File: config.mk
export PLATFORM = sky130hd
export DESIGN_NAME = irq_mirror_ctl
export DESIGN_NICKNAME = d
export VERILOG_FILES = /design/src/rtl/irq_mirror_pkg.sv /design/src/rtl/irq_req_edge.sv /design/src/rtl/irq_cfg_decode.sv /design/src/rtl/irq_stat_bank.sv /design/src/rtl/irq_mirror_ctl.sv
export SDC_FILE = /design/constraint.sdc
export NUM_CORES = 1
export LEC_CHECK = 0
export CAP_MARGIN = 20
export CORE_ASPECT_RATIO = 0.75
export CORE_MARGIN = 5
export CORE_UTILIZATION = 19
export DETAILED_ROUTE_END_ITERATION = 8
export PLACE_DENSITY = 0.84
export SLEW_MARGIN = 20
export SYNTH_ARGS = -nofsm -noshare
export SYNTH_HDL_FRONTEND = slang
export SYNTH_SLANG_ARGS = --single-unit
File: constraint.sdc
create_clock -name clk_i -period 1.1 [get_ports clk_i]
set_clock_uncertainty 0.1 [all_clocks]
set_input_delay 0.22 -clock clk_i [delete_from_list [all_inputs] [get_ports clk_i]]
set_output_delay 0.22 -clock clk_i [all_outputs]
set_load 0.1 [all_outputs]
File: src/rtl/irq_mirror_pkg.sv
package irq_mirror_pkg;
  localparam int NCH = 2;
  localparam int AW  = 6;
  localparam int DW  = 32;
  localparam int BW  = 8;
  localparam int NBE = DW / BW;

  localparam logic [AW-1:0] ADR_LEG0 = 6'h14;
  localparam logic [AW-1:0] ADR_LEG1 = 6'h15;
  localparam logic [AW-1:0] ADR_MODE = 6'h1C;

  // bit positions inside the dword
  localparam int LEG0_POS = 2;
  localparam int LEG1_POS = 28;
  localparam int MST_POS  = 10;
  localparam int MBK_POS  = 12;
  // bit positions inside the mode byte
  localparam int BST_POS  = 2;
  localparam int BBK_POS  = 4;

  function automatic int leg_pos(int c);
    return (c == 0) ? LEG0_POS : LEG1_POS;
  endfunction

  function automatic logic [AW-1:0] leg_adr(int c);
    return (c == 0) ? ADR_LEG0 : ADR_LEG1;
  endfunction
endpackage

File: src/rtl/irq_req_edge.sv
module irq_req_edge #(
  parameter int NCH = 2
) (
  input  logic           clk_i,
  input  logic           rst_ni,
  input  logic [NCH-1:0] req_i,
  output logic [NCH-1:0] rise_o,
  output logic [NCH-1:0] fall_o
);
  logic [NCH-1:0] prev_q;

  always_ff @(posedge clk_i or negedge rst_ni) begin
    if (!rst_ni) prev_q <= '0;
    else         prev_q <= req_i;
  end

  assign rise_o = req_i & ~prev_q;
  assign fall_o = ~req_i & prev_q;
endmodule

File: src/rtl/irq_cfg_decode.sv
module irq_cfg_decode
  import irq_mirror_pkg::*;
(
  input  logic           we_i,
  input  logic [AW-1:0]  addr_i,
  input  logic [NBE-1:0] be_i,
  input  logic [DW-1:0]  wdata_i,
  output logic [NCH-1:0] clr_o
);
  for (genvar c = 0; c < NCH; c++) begin : g_ch
    localparam int LP = leg_pos(c);
    localparam int MP = MST_POS + c;
    logic leg_hit, mode_hit;
    assign leg_hit  = (addr_i == leg_adr(c)) && be_i[LP/BW] && wdata_i[LP];
    assign mode_hit = (addr_i == ADR_MODE)   && be_i[MP/BW] && wdata_i[MP];
    assign clr_o[c] = we_i && (leg_hit || mode_hit);
  end
endmodule

File: src/rtl/irq_stat_bank.sv
module irq_stat_bank
  import irq_mirror_pkg::*;
(
  input  logic           clk_i,
  input  logic           rst_ni,
  input  logic [NCH-1:0] rise_i,
  input  logic [NCH-1:0] fall_i,
  input  logic [NCH-1:0] clr_i,
  input  logic           blk_we_i,
  input  logic [NCH-1:0] blk_d_i,
  output logic [NCH-1:0] stat_o,
  output logic [NCH-1:0] blk_o
);
  logic [NCH-1:0] stat_q, blk_q;

  // one flop per channel backs both software views; hardware set has priority
  always_ff @(posedge clk_i or negedge rst_ni) begin
    if (!rst_ni) begin
      stat_q <= '0;
      blk_q  <= '0;
    end else begin
      stat_q <= (stat_q & ~clr_i & ~fall_i) | rise_i;
      if (blk_we_i) blk_q <= blk_d_i;
    end
  end

  assign stat_o = stat_q;
  assign blk_o  = blk_q;

  for (genvar c = 0; c < NCH; c++) begin : g_ast
    AST_RISE_SETS: assert property (@(posedge clk_i) disable iff (!rst_ni)
      rise_i[c] |=> stat_q[c]);
    AST_FALL_CLEARS: assert property (@(posedge clk_i) disable iff (!rst_ni)
      fall_i[c] |=> !stat_q[c]);
    AST_W1C_CLEARS: assert property (@(posedge clk_i) disable iff (!rst_ni)
      (clr_i[c] && !rise_i[c]) |=> !stat_q[c]);
    AST_EDGE_ONLY_SET: assert property (@(posedge clk_i) disable iff (!rst_ni)
      !rise_i[c] |=> !$rose(stat_q[c]));
  end

  AST_BLK_HOLD: assert property (@(posedge clk_i) disable iff (!rst_ni)
    !blk_we_i |=> $stable(blk_q));
endmodule

File: src/rtl/irq_mirror_ctl.sv
module irq_mirror_ctl
  import irq_mirror_pkg::*;
(
  input  logic           clk_i,
  input  logic           rst_ni,
  input  logic [NCH-1:0] req_i,
  input  logic           cfg_we_i,
  input  logic [AW-1:0]  cfg_addr_i,
  input  logic [NBE-1:0] cfg_be_i,
  input  logic [DW-1:0]  cfg_wdata_i,
  output logic [DW-1:0]  cfg_rdata_o,
  input  logic           dma_we_i,
  input  logic [BW-1:0]  dma_wdata_i,
  output logic [BW-1:0]  dma_rdata_o,
  output logic           irq_o
);
  logic [NCH-1:0] rise, fall, clr, stat, blk;

  irq_req_edge #(.NCH(NCH)) i_edge (
    .clk_i, .rst_ni, .req_i, .rise_o(rise), .fall_o(fall)
  );

  irq_cfg_decode i_dec (
    .we_i(cfg_we_i), .addr_i(cfg_addr_i), .be_i(cfg_be_i),
    .wdata_i(cfg_wdata_i), .clr_o(clr)
  );

  irq_stat_bank i_bank (
    .clk_i, .rst_ni,
    .rise_i(rise), .fall_i(fall), .clr_i(clr),
    .blk_we_i(dma_we_i), .blk_d_i(dma_wdata_i[BBK_POS +: NCH]),
    .stat_o(stat), .blk_o(blk)
  );

  always_comb begin
    cfg_rdata_o = '0;
    unique case (cfg_addr_i)
      ADR_LEG0: cfg_rdata_o[LEG0_POS] = stat[0];
      ADR_LEG1: cfg_rdata_o[LEG1_POS] = stat[1];
      ADR_MODE: begin
        cfg_rdata_o[MST_POS +: NCH] = stat;
        cfg_rdata_o[MBK_POS +: NCH] = blk;
      end
      default: cfg_rdata_o = '0;
    endcase
  end

  always_comb begin
    dma_rdata_o = '0;
    dma_rdata_o[BST_POS +: NCH] = stat;
    dma_rdata_o[BBK_POS +: NCH] = blk;
  end

  assign irq_o = |(stat & ~blk);

  AST_IRQ_NEEDS_STAT: assert property (@(posedge clk_i) disable iff (!rst_ni)
    irq_o |-> (dma_rdata_o[BST_POS +: NCH] != '0));
  AST_IRQ_ALL_BLOCKED: assert property (@(posedge clk_i) disable iff (!rst_ni)
    (cfg_addr_i == ADR_MODE && cfg_rdata_o[MBK_POS +: NCH] == '1) |-> !irq_o);
  AST_VIEWS_MATCH: assert property (@(posedge clk_i) disable iff (!rst_ni)
    (cfg_addr_i == ADR_MODE) |-> (cfg_rdata_o[MST_POS +: NCH] == dma_rdata_o[BST_POS +: NCH]));
endmodule

## Word level (Yosys, flattened, before mapping)

Cells that the tools add are included.

- Equal/unequal tests: 3
- Multiplexer cells: 3
- Bitwise operators: 11
- Reduce and logical (&&, ||, !) cells: 12

Operator list:

| kind | number |
|---|---|
| $eq 6x5->1 const B | 3 |
| $and 2x2->2 | 5 |
| $not 2->2 | 5 |
| $logic_and 1x1->1 | 9 |
| $mux 4 | 1 |
| $logic_or 1x1->1 | 2 |
| $mux 1 | 2 |
| $or 2x2->2 | 1 |
| $reduce_or 2->1 | 1 |

- Bits in registers: 6
- Input bits: 56
- Output and inout bits: 41
- Logic and storage cells: 32

## Depth between registers and ports, before layout

- Word-level depth: 9
- Depth in mapped cells: 4
- Depth with buffers taken out: 4

## Cells and area by module

Synthesis repeated with hierarchy kept, for this count alone.

- Cell total of the unflattened synthesis: 71
- Area, all modules: 614.3 µm²

Modules (own cells, without submodules):

| module | times used | cells an instance | area each (µm²) |
|---|---|---|---|
| irq_mirror_ctl | 1 | 47 | 331.6 |
| irq_stat_bank | 1 | 10 | 145.1 |
| irq_req_edge | 1 | 6 | 85.1 |
| irq_cfg_decode | 1 | 8 | 52.6 |

## Least setup slack after synthesis

OpenSTA, ideal clock, no wires.

- Path type: reg2out
- Start: register i_bank.stat_q[1] (netlist: i_bank.stat_o[1])
- End: output irq_o
- Arrival: 2.570 ns
- Required time: 0.780 ns
- Slack: -1.790 ns
- Stages on the path, launching flop included: 3
- Cells stage by stage: dfrtp_1 > inv_1 > o22ai_1

- Cells in the longest elaborated chain, start to end: 2

Ends and longest elaborated chain:

| what | RTL line | source |
|---|---|---|
| start, declared | irq_stat_bank.sv:14 | `logic [NCH-1:0] stat_q, blk_q;` |
| start signal, assigned | irq_stat_bank.sv:22 | `stat_q <= (stat_q & ~clr_i & ~fall_i) \| rise_i;` |
| $and 2x2->2 | irq_mirror_ctl.sv:54 | `assign irq_o = \|(stat & ~blk);` |
| $reduce_or 2->1 | irq_mirror_ctl.sv:54 |  |
| end, declared | irq_mirror_ctl.sv:15 | `output logic irq_o` |

Every way passes these cells.

## Worst setup path after layout

- Start: input cfg_addr_i[5]
- End: output cfg_rdata_o[2]

- Cells in the longest elaborated chain, start to end: 2

Ends and longest elaborated chain:

| what | RTL line | source |
|---|---|---|
| start, declared | irq_mirror_ctl.sv:8 | `input logic [AW-1:0] cfg_addr_i,` |
| $eq 6x5->1 | irq_mirror_ctl.sv:37 | `unique case (cfg_addr_i)` |
| $mux 1 | irq_mirror_ctl.sv:37 |  |
| end, declared | irq_mirror_ctl.sv:11 | `output logic [DW-1:0] cfg_rdata_o,` |

Every way passes these cells.

==> impl_metrics.py <==
metrics = {
    "power_and_ir_drop": {
        "seq_power_share_pct": 18.1,
        "clockPowerShare_pct": 20.8,
        "p_comb_share_pct": 61.2,
        "p_switching_uw": 823,
        "p_total_mw": 1.54,
        "p_int_uw": 719,
        "swShare_pct": 53.4,
        "p_leak_nw": 0.542,
        "powerDensity_nw_per_um2": 1340,
        "ir_worst_vdd_uv": 661,
    },
    "grt": {
        "grt_pass1_vias": 499,
        "grt_max_degree": 7,
        "grt_pass1_wl_mm": 2.19,
        "grt_usage_pct": 6.86,
        "grt_remaining_overflow": 0,
        "antenna_found_initial": 0,
    },
    "routing": {
        "viasPerCell": 3.40,
        "ant_nets": 0,
        "drtIter0Drc": 0,
        "vias": 507,
        "first_pass_iters": 1,
        "routedWlPerCell_microns": 10.5,
        "drcViolationCount": 0,
        "drt-total-wl_mm": 1.56,
    },
    "clock_network": {
        "hold_buffers": 0,
        "cts.clk_slew.worst_paths_ns": 0.03,
        "clock_path_buffers": 2,
        "cts_sinks": 6,
        "cts_root_buf": "clkbuf_8",
        "htreeDepth": 1,
        "clock_latency_ns": 0.22,
        "cts_tree": "yes",
        "numCtsBuffers": 3,
    },
    "yosys": {
        "yosysSeqAreaShare_pct": 26.1,
        "postSynthAreaPerCell_sq_um": 8.57,
        "netlist_area_sq_um": 574,
        "syn-instance-count": 67,
        "yosys-top-cells-area": "buf_4, dfrtp_1, and3_2",
        "yosysTopAreaCell": "buf_4",
        "yosys_warnings": 0,
        "netlist-cell-type-count": 20,
        "ys_seq_elements": 6,
        "yosysTopAreaCellShare_pct": 39.2,
    },
    "placed_design": {
        "routabilityCongestion": 0.739,
        "port_buffers": 31,
        "placed_area_sq_um": 1040,
        "post-place-cells": 142,
        "post-dp-hpwl_mm": 1.36,
    },
    "setup_path": {
        "critPathCaptureType": "primary output",
        "critPathArrivalTime_ns": 1.21,
        "start_kind": "primary input",
        "crit_path_start": "cfg_addr_i[5]",
        "crit_fanout": 6,
        "worstPathRequired_ns": 0.78,
        "r2r-start": "i_bank.stat_o[0]",
        "critPathKind": "in -> out",
    },
    "timing": {
        "hold_slack_ns": 0.0909,
        "finalCritPeriodShare_pct": 139,
        "rsz0062_at_grt": "true",
        "hold_viol": 0,
        "timing.fmax_ghz": 0.652,
        "finalMaxSlewViolations": 0,
        "min_period_ns": 1.53,
        "fin_ws_ns": -0.434,
        "setup_viol": 14,
    },
    "worst_hold_path": {
        "hp-class": "in -> reg",
        "hp-start": "req_i[1]",
    },
    "cells_and_area": {
        "n_antenna_cell": 0,
        "fillCellCount": 286,
        "synthToLayoutAreaGrowth_pct": 100,
        "fin_cells": 149,
        "fin_util_pct": 39.5,
        "drive_gt1_share_pct": 45.0,
        "nNetsFinal": 169,
        "fin_area_sq_um": 1150,
    },
    "floorplan": {
        "coreArea_sq_um": 2910,
        "die_h_microns": 57.6,
        "start_util_pct": 19.7,
        "die_width_microns": 73.5,
        "row_count": 17,
        "io_pins": 97,
        "design.die.area_sq_um": 4230,
    },
    "job": {
        "maxCapViolCount": 0,
    },
    "run_status": {
        "status": "finished with violations",
        "violations": "negative setup slack",
    },
}
## metrics by stage
step / setup slack (ns) / TNS [ns]
global placement: -0.737 / -5.65
global route: -0.470 / -4.03
CTS: -0.430 / -3.61
detailed placement: -0.739 / -5.77
finish: -0.434 / -3.55
floorplan: -0.749 / -3.18
## path summary, 6_finish.rpt
| kind | depth (start not counted) | slack, ns | end |
|---|---|---|---|
| setup / recovery | 5 | -0.43 | cfg_rdata_o[2] |
| hold / removal | 1 | 0.09 | i_edge.prev_q[1] |
| setup reg to reg | 5 | -0.10 | i_bank.stat_o[0] |
| hold reg to reg | 2 | 0.47 | i_bank.stat_o[0] |
| max in group asynchronous | 1 | 0.52 | i_bank.stat_o[1] |
| min in group asynchronous | 1 | 0.14 | i_bank.stat_o[0] |
## metal layers
layer	global-route usage, %	part of all wire, %	vias to the layer above
met5	0	0	-
met3	3.81	14	2
met1	7.28	32	229
met4	2.33	0.70	0
li1	-	-	248
met2	11.5	54	28
## power groups by stage
| stage | logic (mW) | registers [mW] | clock network, mW |
|---|---|---|---|
| finish | 0.943 | 0.278 | 0.320 |
| floorplan | 0.646 | 0.393 | 0 |
| global route | 0.970 | 0.282 | 0.354 |
| global placement | 0.909 | 0.276 | 0 |
| detailed placement | 0.913 | 0.278 | 0 |
| CTS | 0.940 | 0.279 | 0.337 |
## worst max-delay path, stage by stage
cell      delay (ns)
buf_6           0.08
and4bb_1        0.28
and2b_4         0.20
nor3b_4         0.22
buf_12          0.20
## registers in the layout, summed over array words and instances, names as in the netlist
signal and cells:
i_bank.blk_o 2, i_bank.stat_o 2, i_edge.prev_q 2
## layout by cell type, fill, tap and decap left out, drive strengths merged, types with 3 or more instances in the layout
master          n
buf            26
nand2           3
and3            4
inv             5
clkdlybuf4s50  13
clkbuf          3
dfrtp           6
o21ai           3
conb           30
## synth_stat cells
| cell | instances |
|---|---|
| buf_4 | 30 |
| dfrtp_1 | 6 |
| inv_1 | 5 |
| and3_2 | 3 |
| nand2_1 | 3 |
| o21ai_0 | 3 |
| a31oi_1 | 2 |
| mux2_2 | 2 |
| nor2_1 | 2 |
| a21o_1 | 1 |
| and2b_4 | 1 |
| and3_1 | 1 |
| and4bb_1 | 1 |
| conb_1 | 1 |
| maj3_1 | 1 |
| nand3_1 | 1 |
| nand3b_1 | 1 |
| nor3b_2 | 1 |
| o22ai_1 | 1 |
| o31ai_1 | 1 |
## area by class of cell
cell class / count / area (sq um) / area share, %
Tap cell: 38 / 47.5 / 4.13
Sequential cell: 6 / 165 / 14.4
Clock buffer: 3 / 41.3 / 3.59
Timing Repair Buffer: 42 / 522 / 45.4
Inverter: 5 / 23.8 / 2.07
Multi-Input combinational cell: 55 / 350 / 30.5
## timing repair
item,4_1_cts,5_1_grt
buffers inserted,5,0
pin swaps,7,4
setup endpoints to repair,15,15
gates resized for setup,30,2
## cell families after synthesis
kind of cell,count (synthesis),share of synthesized area [%]
buffers and inverters,35,42.5
AND/OR/NAND/NOR,14,16.6
AO/OA/AOI/OAI,8,8.50
flip-flops,6,26.1
multiplexers,2,3.92
adder cells (fa/ha/maj),1,1.74
other,1,0.653
No activity file was read; power rests on OpenSTA's default activity.
